### src/rtl/gpio_port_pkg.sv
package gpio_port_pkg;

  // Word index (byte offset / 4) of each register inside the window
  localparam int unsigned IDX_OUT = 0;
  localparam int unsigned IDX_SET = 1;
  localparam int unsigned IDX_CLR = 2;
  localparam int unsigned IDX_TGL = 3;
  localparam int unsigned IDX_IN  = 4;

  typedef enum logic [1:0] {
    RD_ZERO = 2'd0,
    RD_OUT  = 2'd1,
    RD_IN   = 2'd2
  } rdSel_e;

  typedef struct packed {
    logic   wrOut;
    logic   wrSet;
    logic   wrClr;
    logic   wrTgl;
    rdSel_e rdSel;
    logic   err;
  } portStrobes_t;

endpackage

### src/rtl/gpio_port_ctrl.sv
module gpio_port_ctrl
  import gpio_port_pkg::*;
#(
  parameter int unsigned ADDR_W    = 8,
  parameter int unsigned WIN_BYTES = 64
) (
  input  logic              busWrEn,
  input  logic              busRdEn,
  input  logic [ADDR_W-1:0] busAddr,
  output portStrobes_t      strb
);

  localparam int unsigned WIN_AW = $clog2(WIN_BYTES);
  localparam int unsigned IDX_W  = WIN_AW - 2;

  logic             inWindow;
  logic             aligned;
  logic             access;
  logic             goodAcc;
  logic [IDX_W-1:0] wordIdx;

  generate
    if (ADDR_W > WIN_AW) begin : g_upper
      assign inWindow = ~|busAddr[ADDR_W-1:WIN_AW];
    end else begin : g_full
      assign inWindow = 1'b1;
    end
  endgenerate

  assign aligned = (busAddr[1:0] == 2'b00);
  assign access  = busWrEn | busRdEn;
  assign goodAcc = inWindow & aligned;
  assign wordIdx = busAddr[WIN_AW-1:2];

  always_comb begin
    strb       = '0;
    strb.rdSel = RD_ZERO;
    strb.err   = access & ~goodAcc;
    if (goodAcc && busWrEn) begin
      strb.wrOut = (wordIdx == IDX_W'(IDX_OUT));
      strb.wrSet = (wordIdx == IDX_W'(IDX_SET));
      strb.wrClr = (wordIdx == IDX_W'(IDX_CLR));
      strb.wrTgl = (wordIdx == IDX_W'(IDX_TGL));
    end
    if (goodAcc && busRdEn) begin
      if (wordIdx == IDX_W'(IDX_OUT))     strb.rdSel = RD_OUT;
      else if (wordIdx == IDX_W'(IDX_IN)) strb.rdSel = RD_IN;
      else                                strb.rdSel = RD_ZERO;
    end
  end

endmodule

### src/rtl/gpio_port_datapath.sv
module gpio_port_datapath
  import gpio_port_pkg::*;
#(
  parameter int unsigned DATA_W      = 32,
  parameter int unsigned SYNC_STAGES = 2
) (
  input  logic              clk,
  input  logic              rstN,
  input  portStrobes_t      strb,
  input  logic [DATA_W-1:0] busWdata,
  input  logic [DATA_W-1:0] pinIn,
  output logic [DATA_W-1:0] busRdata,
  output logic [DATA_W-1:0] pinOut
);

  logic [DATA_W-1:0] outQ;
  logic [DATA_W-1:0] outNext;
  logic [DATA_W-1:0] syncQ [SYNC_STAGES];

  always_comb begin
    outNext = outQ;
    if (strb.wrOut)      outNext = busWdata;
    else if (strb.wrSet) outNext = outQ | busWdata;
    else if (strb.wrClr) outNext = outQ & ~busWdata;
    else if (strb.wrTgl) outNext = outQ ^ busWdata;
  end

  always_ff @(posedge clk or negedge rstN) begin
    if (!rstN) outQ <= '0;
    else       outQ <= outNext;
  end

  generate
    for (genvar s = 0; s < SYNC_STAGES; s++) begin : g_sync
      if (s == 0) begin : g_first
        always_ff @(posedge clk or negedge rstN) begin
          if (!rstN) syncQ[s] <= '0;
          else       syncQ[s] <= pinIn;
        end
      end else begin : g_next
        always_ff @(posedge clk or negedge rstN) begin
          if (!rstN) syncQ[s] <= '0;
          else       syncQ[s] <= syncQ[s-1];
        end
      end
    end
  endgenerate

  always_comb begin
    unique case (strb.rdSel)
      RD_OUT:  busRdata = outQ;
      RD_IN:   busRdata = syncQ[SYNC_STAGES-1];
      default: busRdata = '0;
    endcase
  end

  assign pinOut = outQ;

endmodule

### src/rtl/gpio_port_regs.sv
module gpio_port_regs
  import gpio_port_pkg::*;
#(
  parameter int unsigned ADDR_W      = 8,
  parameter int unsigned DATA_W      = 32,
  parameter int unsigned WIN_BYTES   = 64,
  parameter int unsigned SYNC_STAGES = 2
) (
  input  logic              clk,
  input  logic              rstN,
  input  logic              busWrEn,
  input  logic              busRdEn,
  input  logic [ADDR_W-1:0] busAddr,
  input  logic [DATA_W-1:0] busWdata,
  output logic [DATA_W-1:0] busRdata,
  output logic              busErr,
  input  logic [DATA_W-1:0] pinIn,
  output logic [DATA_W-1:0] pinOut
);

  portStrobes_t strb;

  gpio_port_ctrl #(
    .ADDR_W   (ADDR_W),
    .WIN_BYTES(WIN_BYTES)
  ) ctrl_i (
    .busWrEn(busWrEn),
    .busRdEn(busRdEn),
    .busAddr(busAddr),
    .strb   (strb)
  );

  gpio_port_datapath #(
    .DATA_W     (DATA_W),
    .SYNC_STAGES(SYNC_STAGES)
  ) dp_i (
    .clk     (clk),
    .rstN    (rstN),
    .strb    (strb),
    .busWdata(busWdata),
    .pinIn   (pinIn),
    .busRdata(busRdata),
    .pinOut  (pinOut)
  );

  assign busErr = strb.err;

endmodule

### config.mk
export PLATFORM = sky130hd
export DESIGN_NAME = gpio_port_regs
export DESIGN_NICKNAME = d
export VERILOG_FILES = /design/src/rtl/gpio_port_pkg.sv /design/src/rtl/gpio_port_ctrl.sv /design/src/rtl/gpio_port_datapath.sv /design/src/rtl/gpio_port_regs.sv
export SDC_FILE = /design/constraint.sdc
export NUM_CORES = 1
export LEC_CHECK = 0
export ABC_AREA = 0
export BUFFER_PORTS_ARGS = -buffer_cell sky130_fd_sc_hd__buf_2
export CORE_MARGIN = 3
export CORE_UTILIZATION = 30
export DETAILED_ROUTE_END_ITERATION = 16
export HOLD_SLACK_MARGIN = 0.12
export PLACE_DENSITY = 0.54
export SKIP_CTS_REPAIR_TIMING = 1
export SLEW_MARGIN = 20
export SYNTH_ARGS = -nofsm -noshare
export SYNTH_HDL_FRONTEND = slang
export SYNTH_SLANG_ARGS = --single-unit
### constraint.sdc
create_clock -name clk -period 2.13 [get_ports clk]
set_input_delay 0 -clock clk [delete_from_list [all_inputs] [get_ports clk]]
set_output_delay 0 -clock clk [all_outputs]
set_load 0.02 [all_outputs]
=== Word-level counts from Yosys, hierarchy flattened ===
Index checks and enable logic that the tools add are counted.

* Register bits after elaboration: 96
* Input bits: 76
* Output and inout port bits: 65
* Logic and storage cells: 33

* Eq/ne operators: 6
* Multiplexer cells: 9
* Bitwise logic cells: 8
* Reductions and logical operators: 7

{| class="wikitable"
|+ Operators with widths
! operator !! count
|-
| $mux 32 || 4
|-
| $pmux 32 s2 || 1
|-
| $and 32x32->32 || 1
|-
| $not 32->32 || 1
|-
| $or 32x32->32 || 1
|-
| $xor 32x32->32 || 1
|-
| $eq 4x2->1 const B || 2
|-
| $mux 2 || 3
|-
| $eq 4x1->1 const B || 1
|-
| $eq 4x3->1 const B || 1
|-
| $logic_not 4->1 || 1
|-
| $mux 4 || 1
|-
| $reduce_bool 4->1 || 1
|-
| $and 1x1->1 || 2
|-
| $eq 2x1->1 const B || 1
|-
| $eq 2x2->1 const B || 1
|-
| $logic_and 1x1->1 || 2
|-
| $logic_not 2->1 || 1
|-
| $reduce_or 2->1 || 1
|-
| $logic_not 1->1 || 1
|-
| $not 1->1 || 1
|-
| $or 1x1->1 || 1
|}

=== Longest topological paths before layout ===
Gate-level depths: netlist (run 1).

* Depth after elaboration: 9
* Mapped depth: 9
* Mapped depth without buffers: 6

=== Modules after synthesis ===
Synthesis (run 1) repeated with hierarchy kept, for this count alone.

* Cells, all modules: 479
* Area total of the unflattened synthesis: 5273.8 sq um

{| class="wikitable"
|+ Modules (own cells, without submodules)
! module !! instances !! cells an instance !! area each (sq um) !! sequential area each (sq um)
|-
| gpio_port_datapath || 1 || 465 || 5181.2 || 2402.3
|-
| gpio_port_ctrl || 1 || 14 || 92.6 || 0.0
|}

=== Worst setup path before layout (run 1) ===
Ideal clock, no wire load.

* Kind: input to output
* From: input busAddr[7]
* To: output busRdata[17]
* Arrival time: 2034 ps
* Required time: 2130 ps
* Slack: 96 ps
* Stages: 7
* Path buffers: 1
* Cell sequence: or4_4 > nor4_1 > nor2b_1 > ha_1 > clkbuf_1 > a22oi_1 > nor2_1

* Cells in the longest elaborated chain, start to end: 7
* Elaborated cells between the ends (all ways): 8
* Classes of those cells: eq/ne (2); mux (2); bitwise (1); reduce/logical (3)

{| class="wikitable"
|+ RTL lines
! item !! line !! RTL
|-
| start, declared || gpio_port_regs.sv:13 || <nowiki>input logic [ADDR_W-1:0] busAddr,</nowiki>
|-
| $reduce_or 2->1 * || gpio_port_ctrl.sv:24 || <nowiki>assign inWindow = ~|busAddr[ADDR_W-1:WIN_AW];</nowiki>
|-
| $logic_not 1->1 * || gpio_port_ctrl.sv:24 ||
|-
| $and 1x1->1 * || gpio_port_ctrl.sv:32 || <nowiki>assign goodAcc = inWindow & aligned;</nowiki>
|-
| $logic_and 1x1->1 * || gpio_port_ctrl.sv:45 || <nowiki>if (goodAcc && busRdEn) begin</nowiki>
|-
| $mux 2 * || gpio_port_ctrl.sv:45 ||
|-
| $eq 2x2->1 or $eq 2x1->1 (tied branches) || gpio_port_datapath.sv:50 || <nowiki>unique case (strb.rdSel)</nowiki>
|-
| $pmux 32 s2 * || gpio_port_datapath.sv:50 ||
|-
| end, declared || gpio_port_regs.sv:15 || <nowiki>output logic [DATA_W-1:0] busRdata,</nowiki>
|}

Mark *: on every way between the ends. The rest lies on a longest branch, timed or not.

=== Final worst setup path (run 1) ===
* From: input busAddr[7]
* To: output busRdata[28]

Same word-level chain as after synthesis.

==> impl_metrics.toml, run 1 <==
[floorplanning]
rows = 47
coreArea_um2 = 16820
die_w_um = 137.8
initial_core_util_pct = 30.99
die_area_um2 = 18990
io_pins = 141
die_h_um = 137.8

[job]
cap_violations = 0

[synthesis]
syn_inst = 415
async_flop_share_pct = 100.0
yosysTopAreaCellShare_pct = 46.09
synthesis.area_um2 = 5212
syn_avg_cell_area_um2 = 12.56
yosys_warnings = 0
syn_nets = 557
synth_edf_count = 0
synth-seq-area-share_pct = 46.09
ys.flop_type = "dfrtp_1"
synth_cell_types = 19
synth-seq-cells = 96
netlist_top_cells_area = "dfrtp_1 (46%), ha_1 (16%), mux4_2 (14%)"
synth_area_leader_cell = "dfrtp_1"
synthTopCellsByCount = "dfrtp_1 (96), inv_1 (96), ha_1 (66)"

[sta]
fmax_mhz = 495.4
worst_pin_slew_ns = 0.7819
hold_viol = 0
fin_crit_ns = 2.018
skew_ns = 0.006567
finalSetupViolCount = 0
finalSetupTns_ns = 0
whs_ns = 0.1203
final_max_slew_viol_count = 0
slew-limit-headroom_pct = 47.88
period_share_pct = 94.76

[setup_path]
cp-start-kind = "input pin"
cp.arrival_ns = 2.02
crit_top_cell = "buf_2"
critical_path.cell_chain = "buf_2, or4_4, nor4_4, buf_4, nor2b_4, ha_4, clkbuf_16, a22oi_1, nor2_1, buf_2"
crit_fanout = 8
critPathBufInv = 4
slowest_stage = "or4_4"
critPathKind = "in -> out"
cpLargestDelayFamily = "simple AND/OR/NAND/NOR gates"
cp.required_ns = 2.13
slowest_delay_ns = 0.58
end_kind = "output port"

[detailed_routing]
totalWireLength_um = 12960
drc = 0
vias_per_cell = 4.486
routedWlPerCell_um = 15.71
ant_nets = 0
dr.pass1.iters = 4
routed-via-count = 3701
drtIter0Drc = 174

[cells_and_area]
fin_cells = 825
fin_nets = 742
drive_above_1_share_pct = 39.17
diodes = 0
nFillCells = 1615
final_area_um2 = 7096
area_growth_pct = 36.13

[clocking]
ctsHtreeMaxLevel = 3
numClockSinks = 96
cts_buffers = 9
cts-root-buf = "clkbuf_16"
clock_path_buffers = 2
path_clk_slew_ns = 0.06
cts_tree = "done"
worstSkewPairLatency_ns = 0.35

[place]
portBuffers = 140
dp_hpwl_um = 8548
post-place-cells = 764
place_congestion = 0.6999
placed_area_um2 = 6203

[pwr]
ir_drop_v = 0.0004750
power.leakage_nw = 3.547
power_density_nw_per_um2 = 687.5

[grt]
grtUsageTotal_pct = 13.12
grt_max_degree = 58
antenna_found_initial = 0
grt_pass1_wl_um = 18980
gr-total-overflow = 0
grt_pass1_vias = 3756

[run_status]
status = "completed"

[min_path]
hold_class = "in -> reg"
==> cell families after synthesis <==
kind of cell,synth area share [%]
adder cells (fa/ha/maj),15.84
flip-flops,46.09
multiplexers,20.74
buffers and inverters,8.929
AO/OA/AOI/OAI,4.753
AND/OR/NAND/NOR,3.649
==> path summary, 6_finish.rpt <==
path | end | slack [ns] | startpoint | cells past startpoint
worst min register to register | dp_i.syncQ[14] | 0.34 | dp_i.syncQ[46] | 0
worst max-delay path | busRdata[28] | 0.11 | busAddr[7] | 10
min in group asynchronous | dp_i.pinOut[25] | 0.26 | rstN | 2
max in group asynchronous | dp_i.syncQ[27] | 1.16 | rstN | 3
worst min-delay path | dp_i.pinOut[5] | 0.12 | busWdata[5] | 3
worst max register to register | dp_i.pinOut[1] | 0.51 | dp_i.pinOut[1] | 4
==> tightest hold or removal path: cells and delay by family <==
family,cells,cell delay (ns)
buf+inv,1,0.09
mux,2,0.34
==> sequential cells by signal, indices dropped and copies added, names as in the netlist <==
name,cells
dp_i.syncQ,64
dp_i.pinOut,32
==> layout make-up <==
| cell class | count | area [µm²] | share of cell area (%) |
|---|---|---|---|
| flip-flops and latches | 96 | 2402 | 33.86 |
| repair buffers | 194 | 1313 | 18.50 |
| multi-input cells | 203 | 2380 | 33.54 |
| well taps | 220 | 275.3 | 3.879 |
| inverters | 96 | 360.3 | 5.078 |
| clock buffers | 12 | 266.5 | 3.756 |
| clock inverters | 4 | 98.84 | 1.393 |
==> through the flow <==
step / setup WS [ns] / power, mW / utilization, %
after detailed placement: 0.06106 / 2.930 / 36.88
after global placement: 0.09014 / 2.869 / 36.88
final: 0.1116 / 4.878 / 42.19
after global routing: -0.003178 / 5.159 / 42.19
after floorplan: 0.09550 / 2.596 / -
after CTS: 0.05509 / 4.907 / 39.06
==> metal layers <==
metal	vias to the layer above	GRT usage [%]	wire, µm
li1	1753	-	-
met3	14	4.200	712
met5	-	0	0
met2	93	22.34	6559
met1	1841	15.77	5520
met4	0	4.226	170
==> power by group <==
group          switching (mW)  internal (mW)  leakage (nW)
Sequential              0.129           1.97          1.18
Clock                   0.689           1.25         0.179
Combinational           0.413          0.436          2.19
Total                    1.23           3.65          3.55
==> cells in the final DEF (no fill, tap or decap), types with 2 or more instances in the layout <==
| cell type | synthesis | routed |
|---|---|---|
| inv_1 | 96 | 96 |
| ha_1 | 66 | 65 |
| clkbuf_16 | 0 | 11 |
| dlygate4sd3_1 | 0 | 42 |
| nand2b_1 | 2 | 2 |
| bufinv_16 | 0 | 3 |
| buf_4 | 0 | 10 |
| dfrtp_1 | 96 | 96 |
| a22oi_1 | 32 | 32 |
| buf_12 | 0 | 4 |
| clkbuf_8 | 0 | 3 |
| buf_2 | 6 | 135 |
| mux4_2 | 32 | 32 |
| mux2_2 | 32 | 32 |
| nor2_1 | 32 | 32 |
(Power assumes the default switching activity.)
==> run 2: changes to the inputs <==
ABC_AREA = 1   (was 0)
PLACE_DENSITY = 0.53   (was 0.54)
==> run 2 against run 1 <==
Net effect:
- clock skew increased by 0.0035 ns
- critical path type unchanged
- setup slack gained 0.32 ns
- largest cell class is now multi-input gates
- worst hold slack lost 0.018 ns
- wire length increased by 25%
- synthesized area is 8.8% higher
- sequential share of layout area fell by 0.85 points
- critical endpoint is now busRdata[22]
==> impl_metrics.toml, run 2 <==
[sta]
worst_pin_slew_ns = 1.021
finalSetupViolCount = 0
finalSetupTns_ns = 0
hold_viol = 0
final_max_slew_viol_count = 0
fmax_mhz = 589.1
whs_ns = 0.1024
slew-limit-headroom_pct = 31.68
period_share_pct = 79.69
rsz0062_at_grt = "false"
fin_crit_ns = 1.697
layout_setup_ws_ns = 0.4326
skew_ns = 0.01008

[cells_and_area]
largest_register_ffs = 64
area_growth_pct = 28.35
regMostFlops = "dp_i.syncQ"
final_common_cell = "buf_2"
drive_above_1_share_pct = 21.50
utilization_pct = 39.84
diodes = 0
fin_nets = 1016
mostFrequentLayoutCells = "buf_2 (139), inv_1 (135), nand2_1 (131)"
final_area_um2 = 7278

[setup_path]
slowest_stage = "ha_1"
slowest_delay_ns = 0.32
rrSetupSlack_ns = 0.89
critPathKind = "in -> out"
critPathBufInv = 3
end_kind = "output port"
cp.arrival_ns = 1.70
rr_startpoint = "dp_i.pinOut[28]"
cpLargestDelayFamily = "simple AND/OR/NAND/NOR gates"
cp.required_ns = 2.13
crit_top_cell = "buf_2"
crit_fanout = 32
rr_worst_depth = 6
cp-start-kind = "input pin"
critical_path.cell_chain = "buf_2, nor2_2, nand2_2, nor2_1, nand4_1, ha_1, buf_4, a21oi_1, buf_2"
regToRegEndpoint = "dp_i.pinOut[28]"

[floorplanning]
die_area_um2 = 20590
io_pins = 141
die_h_um = 143.5
coreArea_um2 = 18270
rows = 49
initial_core_util_pct = 31.04
die_w_um = 143.5

[synthesis]
synth_fa_ha_area_share_pct = 14.56
yosys_warnings = 0
synth-xor-area-share_pct = 0
synthMuxAreaShare_pct = 0
synth-seq-cells = 96
synth-seq-area-share_pct = 42.37
synth_cell_types = 21
yosysTopAreaCellShare_pct = 42.37
yosysMostFrequentCell = "inv_1"
ys.flop_type = "dfrtp_1"
synthTopCellsByCount = "inv_1 (135), nand2_1 (131), dfrtp_1 (96), nor2_1 (67), ha_1 (66)"
async_flop_share_pct = 100.0
synth_compound_area_share_pct = 10.30
syn_inst = 709
syn_nets = 851
netlist_top_cells_area = "dfrtp_1 (42%), ha_1 (15%), inv_1 (8.9%)"
synth_simple_gate_area_share_pct = 20.72
synth_area_leader_cell = "dfrtp_1"
syn_avg_cell_area_um2 = 7.998
synthesis.area_um2 = 5670
synth_edf_count = 0
synth_top_family_by_area = "simple AND/OR/NAND/NOR gates"

[clocking]
cts-root-buf = "clkbuf_16"
clock_path_buffers = 2
cts_buffers = 9
ctsHtreeMaxLevel = 3
numClockSinks = 96
worstSkewPairLatency_ns = 0.35
cts_tree = "done"
path_clk_slew_ns = 0.07

[place]
dp_hpwl_um = 11120
portBuffers = 140
placed_area_um2 = 6660
dp_slack_ns = 0.3993
place_congestion = 0.7852

[grt]
gr-total-overflow = 0
grt_max_degree = 57
grt_pass1_vias = 4604
grt_pass1_wl_um = 25050
grtUsageTotal_pct = 15.61
antenna_found_initial = 0

[pwr]
power_density_nw_per_um2 = 682.3
ir_drop_v = 0.0003977
power.leakage_nw = 3.798

[detailed_routing]
routedWlPerCell_um = 14.61
vias_per_cell = 4.383
drtIter0Drc = 294
ant_nets = 0
drc = 0
totalWireLength_um = 16190
dr.pass1.iters = 4
routed-via-count = 4856

[min_path]
hold_class = "in -> async"

[job]
cap_violations = 0

[run_status]
status = "completed"
==> run 2: cell types whose count changed after synthesis, moves of 4 or more <==
cell / previous run / this run
mux2_2: 32 / 0
nor2_2: 0 / 4
a22oi_1: 32 / 0
clkbuf_1: 9 / 18
nor2_1: 32 / 67
a21oi_1: 0 / 64
mux4_2: 32 / 0
nor3_1: 0 / 32
buf_2: 6 / 15
nand2_1: 1 / 131
inv_1: 96 / 135
o211ai_1: 0 / 32
nand3_1: 0 / 32
==> run 2: stage by stage <==
step                total power [mW]  instances
floorplan                      2.904        709
global placement               3.348       1059
detailed placement             3.364       1059
CTS                            4.994       1075
global route                   5.310       1108
finish                         4.966       1108
==> run 2: worst register-to-register path, stage by stage (launching register included) <==
cell and delay [ns]:
dfrtp_1 0.48, inv_1 0.07, ha_1 0.27, inv_1 0.03, nand2_1 0.05, nand3_1 0.09, a21oi_1 0.18
==> run 2: power by group <==
| group | internal (mW) | switching, mW | total, mW | leakage [nW] |
|---|---|---|---|---|
| clock | 0.816 | 0.789 | 1.60 | 0.132 |
| combinational | 0.454 | 0.661 | 1.11 | 2.51 |
| sequential | 2.01 | 0.242 | 2.25 | 1.15 |
| total | 3.28 | 1.69 | 4.97 | 3.80 |
==> run 2: kinds of logic (layout without fill, tap and decap cells) <==
logic type / Yosys count / after routing
adders and majority gates: 66 / 66
DFF: 96 / 96
buffers and inverters: 174 / 344
AOI/OAI and AO/OA: 98 / 98
and+or+nand+nor: 275 / 275
==> run 2: layout make-up <==
cell class / instances / area, µm²
multi-input combinational: 439 / 2585
inverter: 138 / 518.0
clock buffer: 9 / 225.2
sequential: 96 / 2402
tap: 229 / 286.5
fill: 1860 / 10990
timing repair buffer: 190 / 1199
clock inverter: 7 / 62.56
==> run 2: per-layer routing <==
layer | up-vias | track usage (%) | part of all wire [%]
li1 | 2534 | - | -
met1 | 2201 | 23.39 | 51
met2 | 112 | 23.46 | 44
met3 | 9 | 2.928 | 4.5
met4 | 0 | 3.469 | 0.76
met5 | - | 0 | 0
==> run 2: how the worst max path moves through the flow <==
stage	start	end	slack, ns	cells past startpoint
CTS	busAddr[7]	busRdata[20]	0.40	9
global route	busAddr[6]	busRdata[22]	0.18	9
global placement	busAddr[7]	busRdata[24]	0.43	9
finish	busAddr[6]	busRdata[22]	0.43	9
detailed placement	busAddr[6]	dp_i.pinOut[19]	0.40	8
floorplan	busAddr[3]	busRdata[22]	0.58	9
